[src/rtl/sched_pkg.sv]
// Shared constants for the issue scheduler.
// Assumes: exactly two pipelined unit classes plus one divider class.
package sched_pkg;
    localparam int UNIT_W   = 2;
    localparam int NUNIT    = 3;
    localparam int UNIT_P0  = 0;
    localparam int UNIT_P1  = 1;
    localparam int UNIT_DIV = 2;
    localparam int NPIPE    = 2;
endpackage

[src/rtl/sched_window.sv]
// Entry array: valid bits, decoded pending-source masks, class and destination.
// Wakeup clears pending bits by AND with the inverted wakeup bus; no encoder.
// Assumes: clr_mask only names valid entries; wr_en only when has_free.
module sched_window
    import sched_pkg::*;
#(
    parameter int N    = 16,
    parameter int TAGW = 16
) (
    input  logic                          clk,
    input  logic                          rst_n,
    input  logic                          wr_en,
    input  logic [TAGW-1:0]               wr_src0,
    input  logic [TAGW-1:0]               wr_src1,
    input  logic [TAGW-1:0]               wr_dst,
    input  logic [UNIT_W-1:0]             wr_unit,
    input  logic [TAGW-1:0]               wake,
    input  logic [N-1:0]                  clr_mask,
    output logic [N-1:0]                  rdy,
    output logic [N-1:0][UNIT_W-1:0]      unit_o,
    output logic [N-1:0][TAGW-1:0]        dst_o,
    output logic                          has_free,
    output logic [$clog2(N)-1:0]          free_idx
);
    localparam int IDXW = $clog2(N);

    logic [N-1:0]             vld_q;
    logic [N-1:0][TAGW-1:0]   pend_q;
    logic [N-1:0][UNIT_W-1:0] unit_q;
    logic [N-1:0][TAGW-1:0]   dst_q;

    // Find the lowest invalid slot for dispatch.
    always_comb begin
        has_free = 1'b0;
        free_idx = '0;
        for (int i = N - 1; i >= 0; i--) begin
            if (!vld_q[i]) begin
                has_free = 1'b1;
                free_idx = IDXW'(i);
            end
        end
    end

    // Entry state: allocate, wake pending sources, free on grant.
    always_ff @(posedge clk) begin
        if (!rst_n) begin
            vld_q <= '0;
        end else begin
            for (int i = 0; i < N; i++) begin
                if (clr_mask[i]) vld_q[i] <= 1'b0;
                pend_q[i] <= pend_q[i] & ~wake;
                if (wr_en && free_idx == IDXW'(i)) begin
                    vld_q[i]  <= 1'b1;
                    pend_q[i] <= (wr_src0 | wr_src1) & ~wake;
                    unit_q[i] <= wr_unit;
                    dst_q[i]  <= wr_dst;
                end
            end
        end
    end

    // Ready when valid with no pending source.
    always_comb begin
        for (int i = 0; i < N; i++) rdy[i] = vld_q[i] && (pend_q[i] == '0);
    end

    assign unit_o = unit_q;
    assign dst_o  = dst_q;

    AST_DISPATCH_SLOT: assert property (@(posedge clk) disable iff (!rst_n)
        wr_en |=> vld_q[$past(free_idx)]);
endmodule

[src/rtl/sched_pick.sv]
// Find-first picker: grants the lowest-index requester.
// Assumes: requests are already qualified by class and unit availability.
module sched_pick #(
    parameter int N = 16
) (
    input  logic                 clk,
    input  logic                 rst_n,
    input  logic [N-1:0]         req,
    output logic                 gnt_vld,
    output logic [N-1:0]         gnt_oh,
    output logic [$clog2(N)-1:0] gnt_idx
);
    localparam int IDXW = $clog2(N);

    // Isolate the lowest set request bit.
    assign gnt_oh  = req & (~req + {{(N-1){1'b0}}, 1'b1});
    assign gnt_vld = |req;

    // Encode the one-hot grant into a slot index.
    always_comb begin
        gnt_idx = '0;
        for (int i = 0; i < N; i++) if (gnt_oh[i]) gnt_idx = gnt_idx | IDXW'(i);
    end

    AST_GRANT_ONEHOT: assert property (@(posedge clk) disable iff (!rst_n)
        $onehot0(gnt_oh) && ((gnt_oh & ~req) == '0));
endmodule

[src/rtl/sched_wb_resv.sv]
// Divider busy tracking and writeback-slot reservation for the shared port.
// A claim shifts through LEAD stages; the last stage is divider ownership and
// the stage before it blocks a unit-1 issue (unit-1 latency is one cycle).
// Assumes: claim comes once per divide, while busy, with no claim pending.
module sched_wb_resv #(
    parameter int LEAD = 3,
    parameter int TAGW = 16
) (
    input  logic            clk,
    input  logic            rst_n,
    input  logic            claim,
    input  logic            div_iss,
    input  logic [TAGW-1:0] div_tag,
    input  logic            pipe_iss,
    output logic            wb_div,
    output logic            wb_pipe,
    output logic            blk_pipe,
    output logic            busy,
    output logic [TAGW-1:0] div_bcast
);
    logic [LEAD-1:0] res_q;
    logic            busy_q;
    logic            pipe_q;
    logic [TAGW-1:0] tag_q;

    // Shift the reservation and record unit-1 writeback ownership.
    always_ff @(posedge clk) begin
        if (!rst_n) begin
            res_q  <= '0;
            pipe_q <= 1'b0;
        end else begin
            res_q  <= {res_q[LEAD-2:0], claim};
            pipe_q <= pipe_iss;
        end
    end

    // Divider occupancy from grant until its writeback cycle ends.
    always_ff @(posedge clk) begin
        if (!rst_n) begin
            busy_q <= 1'b0;
        end else if (div_iss) begin
            busy_q <= 1'b1;
            tag_q  <= div_tag;
        end else if (wb_div) begin
            busy_q <= 1'b0;
        end
    end

    assign wb_div    = res_q[LEAD-1];
    assign blk_pipe  = res_q[LEAD-2];
    assign wb_pipe   = pipe_q;
    assign busy      = busy_q;
    assign div_bcast = wb_div ? tag_q : '0;

    AST_WB_EXCLUSIVE: assert property (@(posedge clk) disable iff (!rst_n)
        !(wb_div && wb_pipe));
    AST_DIV_BUSY: assert property (@(posedge clk) disable iff (!rst_n)
        div_iss |=> busy_q);
    AST_WB_DELAY: assert property (@(posedge clk) disable iff (!rst_n)
        wb_div |-> $past(claim, 3));
endmodule

[src/rtl/issue_sched.sv]
// Top of the wakeup/select issue scheduler. One picker per unit class is
// generated; pipelined grant tags feed the wakeup bus in the same cycle.
// Assumes: one-hot tags; divider claim protocol as in sched_wb_resv.
module issue_sched
    import sched_pkg::*;
#(
    parameter int N       = 16,
    parameter int TAGW    = 16,
    parameter int WB_LEAD = 3
) (
    input  logic                          clk,
    input  logic                          rst_n,
    input  logic                          disp_valid,
    output logic                          disp_ready,
    input  logic [TAGW-1:0]               disp_src0,
    input  logic [TAGW-1:0]               disp_src1,
    input  logic [TAGW-1:0]               disp_dst,
    input  logic [UNIT_W-1:0]             disp_unit,
    input  logic [TAGW-1:0]               ext_bcast,
    input  logic                          div_claim,
    output logic [NUNIT-1:0]              iss_vld,
    output logic [NUNIT*$clog2(N)-1:0]    iss_slot,
    output logic [NUNIT*TAGW-1:0]         iss_tag,
    output logic                          wb_div,
    output logic                          wb_pipe
);
    localparam int IDXW = $clog2(N);

    logic [N-1:0]             rdy;
    logic [N-1:0][UNIT_W-1:0] unit_q;
    logic [N-1:0][TAGW-1:0]   dst_q;
    logic                     has_free;
    logic [IDXW-1:0]          free_idx;
    logic [TAGW-1:0]          wake;
    logic [TAGW-1:0]          div_bcast;
    logic [N-1:0]             clr_mask;
    logic                     blk_pipe;
    logic                     div_busy;
    logic [NUNIT-1:0][N-1:0]  gnt_oh;
    logic [NUNIT-1:0][IDXW-1:0] gnt_idx;

    assign disp_ready = has_free;

    sched_window #(.N(N), .TAGW(TAGW)) u_win (
        .clk(clk), .rst_n(rst_n),
        .wr_en(disp_valid && has_free),
        .wr_src0(disp_src0), .wr_src1(disp_src1),
        .wr_dst(disp_dst), .wr_unit(disp_unit),
        .wake(wake), .clr_mask(clr_mask),
        .rdy(rdy), .unit_o(unit_q), .dst_o(dst_q),
        .has_free(has_free), .free_idx(free_idx)
    );

    for (genvar u = 0; u < NUNIT; u++) begin : g_unit
        logic [N-1:0] req;
        logic         open;
        // Availability gate: unit 1 yields to reserved slot, divider to busy.
        assign open = (u == UNIT_P1)  ? !blk_pipe :
                      (u == UNIT_DIV) ? !div_busy : 1'b1;
        // Qualify ready entries by class.
        always_comb begin
            for (int i = 0; i < N; i++)
                req[i] = rdy[i] && (unit_q[i] == UNIT_W'(u)) && open;
        end
        sched_pick #(.N(N)) u_pick (
            .clk(clk), .rst_n(rst_n), .req(req),
            .gnt_vld(iss_vld[u]), .gnt_oh(gnt_oh[u]), .gnt_idx(gnt_idx[u])
        );
        assign iss_slot[u*IDXW +: IDXW] = gnt_idx[u];
        assign iss_tag[u*TAGW +: TAGW]  = dst_q[gnt_idx[u]];
    end

    // Wakeup bus and deallocation mask from this cycle's grants.
    always_comb begin
        wake     = ext_bcast | div_bcast;
        clr_mask = '0;
        for (int u = 0; u < NUNIT; u++) begin
            clr_mask = clr_mask | gnt_oh[u];
            if (u < NPIPE && iss_vld[u]) wake = wake | iss_tag[u*TAGW +: TAGW];
        end
    end

    sched_wb_resv #(.LEAD(WB_LEAD), .TAGW(TAGW)) u_wb (
        .clk(clk), .rst_n(rst_n), .claim(div_claim),
        .div_iss(iss_vld[UNIT_DIV]),
        .div_tag(iss_tag[UNIT_DIV*TAGW +: TAGW]),
        .pipe_iss(iss_vld[UNIT_P1]),
        .wb_div(wb_div), .wb_pipe(wb_pipe), .blk_pipe(blk_pipe),
        .busy(div_busy), .div_bcast(div_bcast)
    );

    AST_NO_DOUBLE_FREE: assert property (@(posedge clk) disable iff (!rst_n)
        $onehot0({gnt_oh[0] & gnt_oh[1], gnt_oh[1] & gnt_oh[2]}) &&
        ((gnt_oh[0] & gnt_oh[1]) == '0) && ((gnt_oh[0] & gnt_oh[2]) == '0)
        && ((gnt_oh[1] & gnt_oh[2]) == '0));
endmodule

[config.mk]
export PLATFORM = sky130hd
export DESIGN_NAME = issue_sched
export DESIGN_NICKNAME = d
export VERILOG_FILES = /design/src/rtl/sched_pkg.sv /design/src/rtl/sched_window.sv /design/src/rtl/sched_pick.sv /design/src/rtl/sched_wb_resv.sv /design/src/rtl/issue_sched.sv
export SDC_FILE = /design/constraint.sdc
export NUM_CORES = 1
export LEC_CHECK = 0
export BUFFER_PORTS_ARGS = -buffer_cell sky130_fd_sc_hd__buf_2
export CAP_MARGIN = 30
export CORE_MARGIN = 2
export CORE_UTILIZATION = 41
export CTS_CLUSTER_DIAMETER = 30
export DETAILED_ROUTE_END_ITERATION = 16
export PLACE_DENSITY_LB_ADDON = 0.12
export SETUP_SLACK_MARGIN = 0.1
export SLEW_MARGIN = 20
export SYNTH_ARGS = -nofsm -noshare
export SYNTH_HDL_FRONTEND = slang
export SYNTH_SLANG_ARGS = --single-unit
[constraint.sdc]
create_clock -name clk -period 4.1 [get_ports clk]
set_clock_uncertainty 0.05 [all_clocks]
set_input_delay 0.82 -clock clk [delete_from_list [all_inputs] [get_ports clk]]
set_output_delay 0.82 -clock clk [all_outputs]
set_load 0.02 [all_outputs]
==> flow_metrics.env <==
export IMPL_whs_endpoint="u_wb.res_q[0]"
export IMPL_start_kind="flip-flop"
export IMPL_ys_warnings_count=0
export IMPL_numCtsBuffers=149
export IMPL_hold_path_class="input port to flip-flop"
export IMPL_max_stage_delay_ps=590
export IMPL_postLayoutCellArea_sq_mm=0.0528
export IMPL_postRouteAntennaNets=0
export IMPL_cp_common_cell="buf_6"
export IMPL_dr_first_iter_drc_count=3939
export IMPL_core_area_sq_mm=0.0817
export IMPL_path_class="flip-flop to primary output"
export IMPL_r2r_slack_ps=-700
export IMPL_highest_layer="met4"
export IMPL_yosysSeqAreaShare_pct=51.2
export IMPL_clock_root_buffer="clkbuf_16"
export IMPL_synth_cells=3304
export IMPL_p_per_area_mw_per_mm2=378
export IMPL_port_buffer_count=135
export IMPL_route_met2_wl_um=72700
export IMPL_min_delay_start="div_claim"
export IMPL_nets=4377
export IMPL_post_route_util_pct=64.6
export IMPL_cts_buffer_depth=3
export IMPL_placed_area_sq_mm=0.0426
export IMPL_path_max_fanout=8
export IMPL_vdd_drop_max_uv=427
export IMPL_avgSynthCellArea_sq_um=10.2
export IMPL_whs_path_depth=2
export IMPL_area_growth_pct=57.0
export IMPL_vias_per_cell=6.15
export IMPL_drt_wl_total_um=158000
export IMPL_grtUsageTotal_pct=35.5
export IMPL_crit_arrival_ps=4690
export IMPL_ios=136
export IMPL_fp_dieW_um=290
export IMPL_synth_cell_type_count=91
export IMPL_max_cap_violations=0
export IMPL_grt_setup_unrepaired="true"
export IMPL_synthArstFlopShare_pct=0
export IMPL_syn_nets=3374
export IMPL_yosys_register_bits=581
export IMPL_wl_met1_um=61600
export IMPL_setup_viol=319
export IMPL_post_route_period_util_pct=136
export IMPL_min_period_ps=5560
export IMPL_ctsHoldBuffers=0
export IMPL_setup_ws_ps=-1460
export IMPL_drt_first_pass_iters=6
export IMPL_wire_per_inst_um=28.7
export IMPL_path_clk_slew_ps=50
export IMPL_grt_max_degree=129
export IMPL_hold_viol=0
export IMPL_synthTopCellsByArea="edfxtp_1, mux2i_1, nor2_1"
export IMPL_crit_slowest_cell="or4_4"
export IMPL_dp_hpwl_um=101000
export IMPL_grt_pass1_wl_um=220000
export IMPL_r2r_cells=18
export IMPL_timing_rr_start="u_win.pend_q[5]"
export IMPL_drive_above_1_share_pct=42.7
export IMPL_die_area_sq_mm=0.0844
export IMPL_worstSetupEndpointType="primary output"
export IMPL_die_height_um=290
export IMPL_violations="setup timing"
export IMPL_num_vias=33800
export IMPL_synth_flop_cell="edfxtp_1"
export IMPL_synth_top_area_share_pct=50.0
export IMPL_cts_tree="yes"
export IMPL_cts_sinks=581
export IMPL_cellLeakagePower_nw=20.0
export IMPL_globalplace_congestion=0.974
export IMPL_grt_pass1_vias=33000
export IMPL_gr_total_overflow=0
export IMPL_dr_wl_met3_um=13800
export IMPL_syn_area_sq_mm=0.0336
export IMPL_max_slew_worst_pin_slew_ps=998
export IMPL_max_freq_ghz=0.180
export IMPL_worstReg2RegEnd="u_win.pend_q[143]"
export IMPL_antenna_found_initial=4
export IMPL_htree_levels=4
export IMPL_relSlewSlack_pct=33.4
export IMPL_required_ps=3230
export IMPL_crit_path_cell_trace="or4_4, or2_4, buf_6, o32a_1, nand4_1, a2111oi_4, nor2_4, buf_12, buf_16, mux2i_4, a21oi_2, a211o_1, or3_4, buf_6"
export IMPL_status="finished with violations"
export IMPL_row_count=105
export IMPL_initial_core_util_pct=41.2
export IMPL_synth_area_leader_cell="edfxtp_1"
export IMPL_synth_edf_count=560
export IMPL_drc=0
export IMPL_drv_slew=0
export IMPL_clk_latency_ps=760
per-stage QoR:
stage | std cells | worst slack, ps | setup TNS [ps] | hold WS (ps) | total power (W)
6_report | 5505 | -1460 | -199370 | 236 | 0.0199
4_1_cts | 5440 | -1400 | -167130 | 196 | 0.0199
3_5_place_dp | 5067 | -930 | -206550 | 390 | 0.00789
3_3_place_gp | 5066 | -1040 | -196490 | 372 | 0.00786
5_1_grt | 5504 | -1570 | -239050 | 221 | 0.0205
2_1_floorplan | 3304 | -26.7 | -304 | 362 | 0.00729
registers in the layout, summed over array words and instances (netlist names):
| signal | cells |
|---|---|
| u_wb.busy | 1 |
| u_wb.tag_q | 16 |
| u_win.dst_o | 256 |
| u_wb.res_q | 3 |
| u_wb.wb_pipe | 1 |
| u_win.vld_q | 16 |
| u_win.unit_o | 32 |
| u_win.pend_q | 256 |
metal layers:
| layer | track usage [%] | vias up |
|---|---|---|
| met4 | 20.8 | 0 |
| met3 | 6.36 | 478 |
| met2 | 56.5 | 1917 |
| li1 | - | 14800 |
| met5 | 0 | - |
| met1 | 45.6 | 16600 |
cell usage after synthesis (27+ instances only):
library cell	instances
edfxtp_1	560
nor2_1	551
a21oi_1	232
mux2i_1	214
nand2_1	190
clkbuf_1	171
a211oi_1	155
nand3_1	117
o21ai_0	83
and3_1	76
nor3_1	71
a22oi_1	60
nor4_1	60
and2_1	56
mux2_2	56
a2111oi_0	53
inv_1	40
or3_1	36
a211o_1	35
o22ai_1	35
buf_2	34
o211ai_1	30
nand4_1	27
worst max-delay path by stage:
stage               slack, ps          end  depth (start not counted)               from
floorplan                 -30  iss_tag[21]                         13    u_win.pend_q[5]
global placement        -1040  iss_tag[14]                         15   u_win.pend_q[10]
detailed placement       -930  iss_tag[14]                         15   u_win.pend_q[10]
CTS                     -1400  iss_tag[18]                         13  u_win.pend_q[115]
global route            -1570  iss_tag[31]                         17   u_win.pend_q[85]
finish                  -1460  iss_tag[31]                         14    u_win.pend_q[5]
critical path, delay by kind of cell (launching register included):
family / cells / cell delay, ps
compound gates: 4 / 960
simple gates: 5 / 1660
flops: 1 / 380
buf+inv: 4 / 610
mux: 1 / 290
timing repair:
item                                    CTS  global route
gates cloned                             11            11
endpoints found under the setup margin  335           335
pin swaps                               107           109
resized for setup                       362           295
buffers inserted                         86            63
hold endpoints to repair                  0             0
cell usage in the layout (no fill, tap or decap), drive strengths merged, types with 52 or more instances in the layout:
master / n
and2: 58
nand2: 190
inv: 52
a2111oi: 55
clkinv: 55
nor3: 73
o21ai: 95
and3: 76
a211oi: 170
buf: 1077
mux2: 71
a22oi: 60
nor4: 64
edfxtp: 560
a21oi: 236
nor2: 552
nand3: 117
mux2i: 214
clkbuf: 185
power by group:
group | internal [W] | leakage, nW | switching, W | total [W]
sequential | 0.00674 | 5.53 | 0.000111 | 0.00685
clock | 0.00818 | 2.49 | 0.00383 | 0.0120
combinational | 0.000448 | 12.0 | 0.000641 | 0.00109
total | 0.0154 | 20.0 | 0.00458 | 0.0199
cells by family after synthesis:
logic type      synth area share, %
compound gates                 17.6
buf+inv                        3.73
flops                          51.2
mux                            8.74
simple gates                   18.7
layout make-up:
cell class	instances	area (sq um)
Clock buffer	173	3880
Fill cell	6406	28900
Antenna cell	2	5.00
Tap cell	1070	1340
Clock inverter	104	1280
Sequential cell	581	17200
Timing Repair Buffer	1090	10300
Multi-Input combinational cell	2443	18600
Inverter	42	186
(Power assumes the default switching activity.)
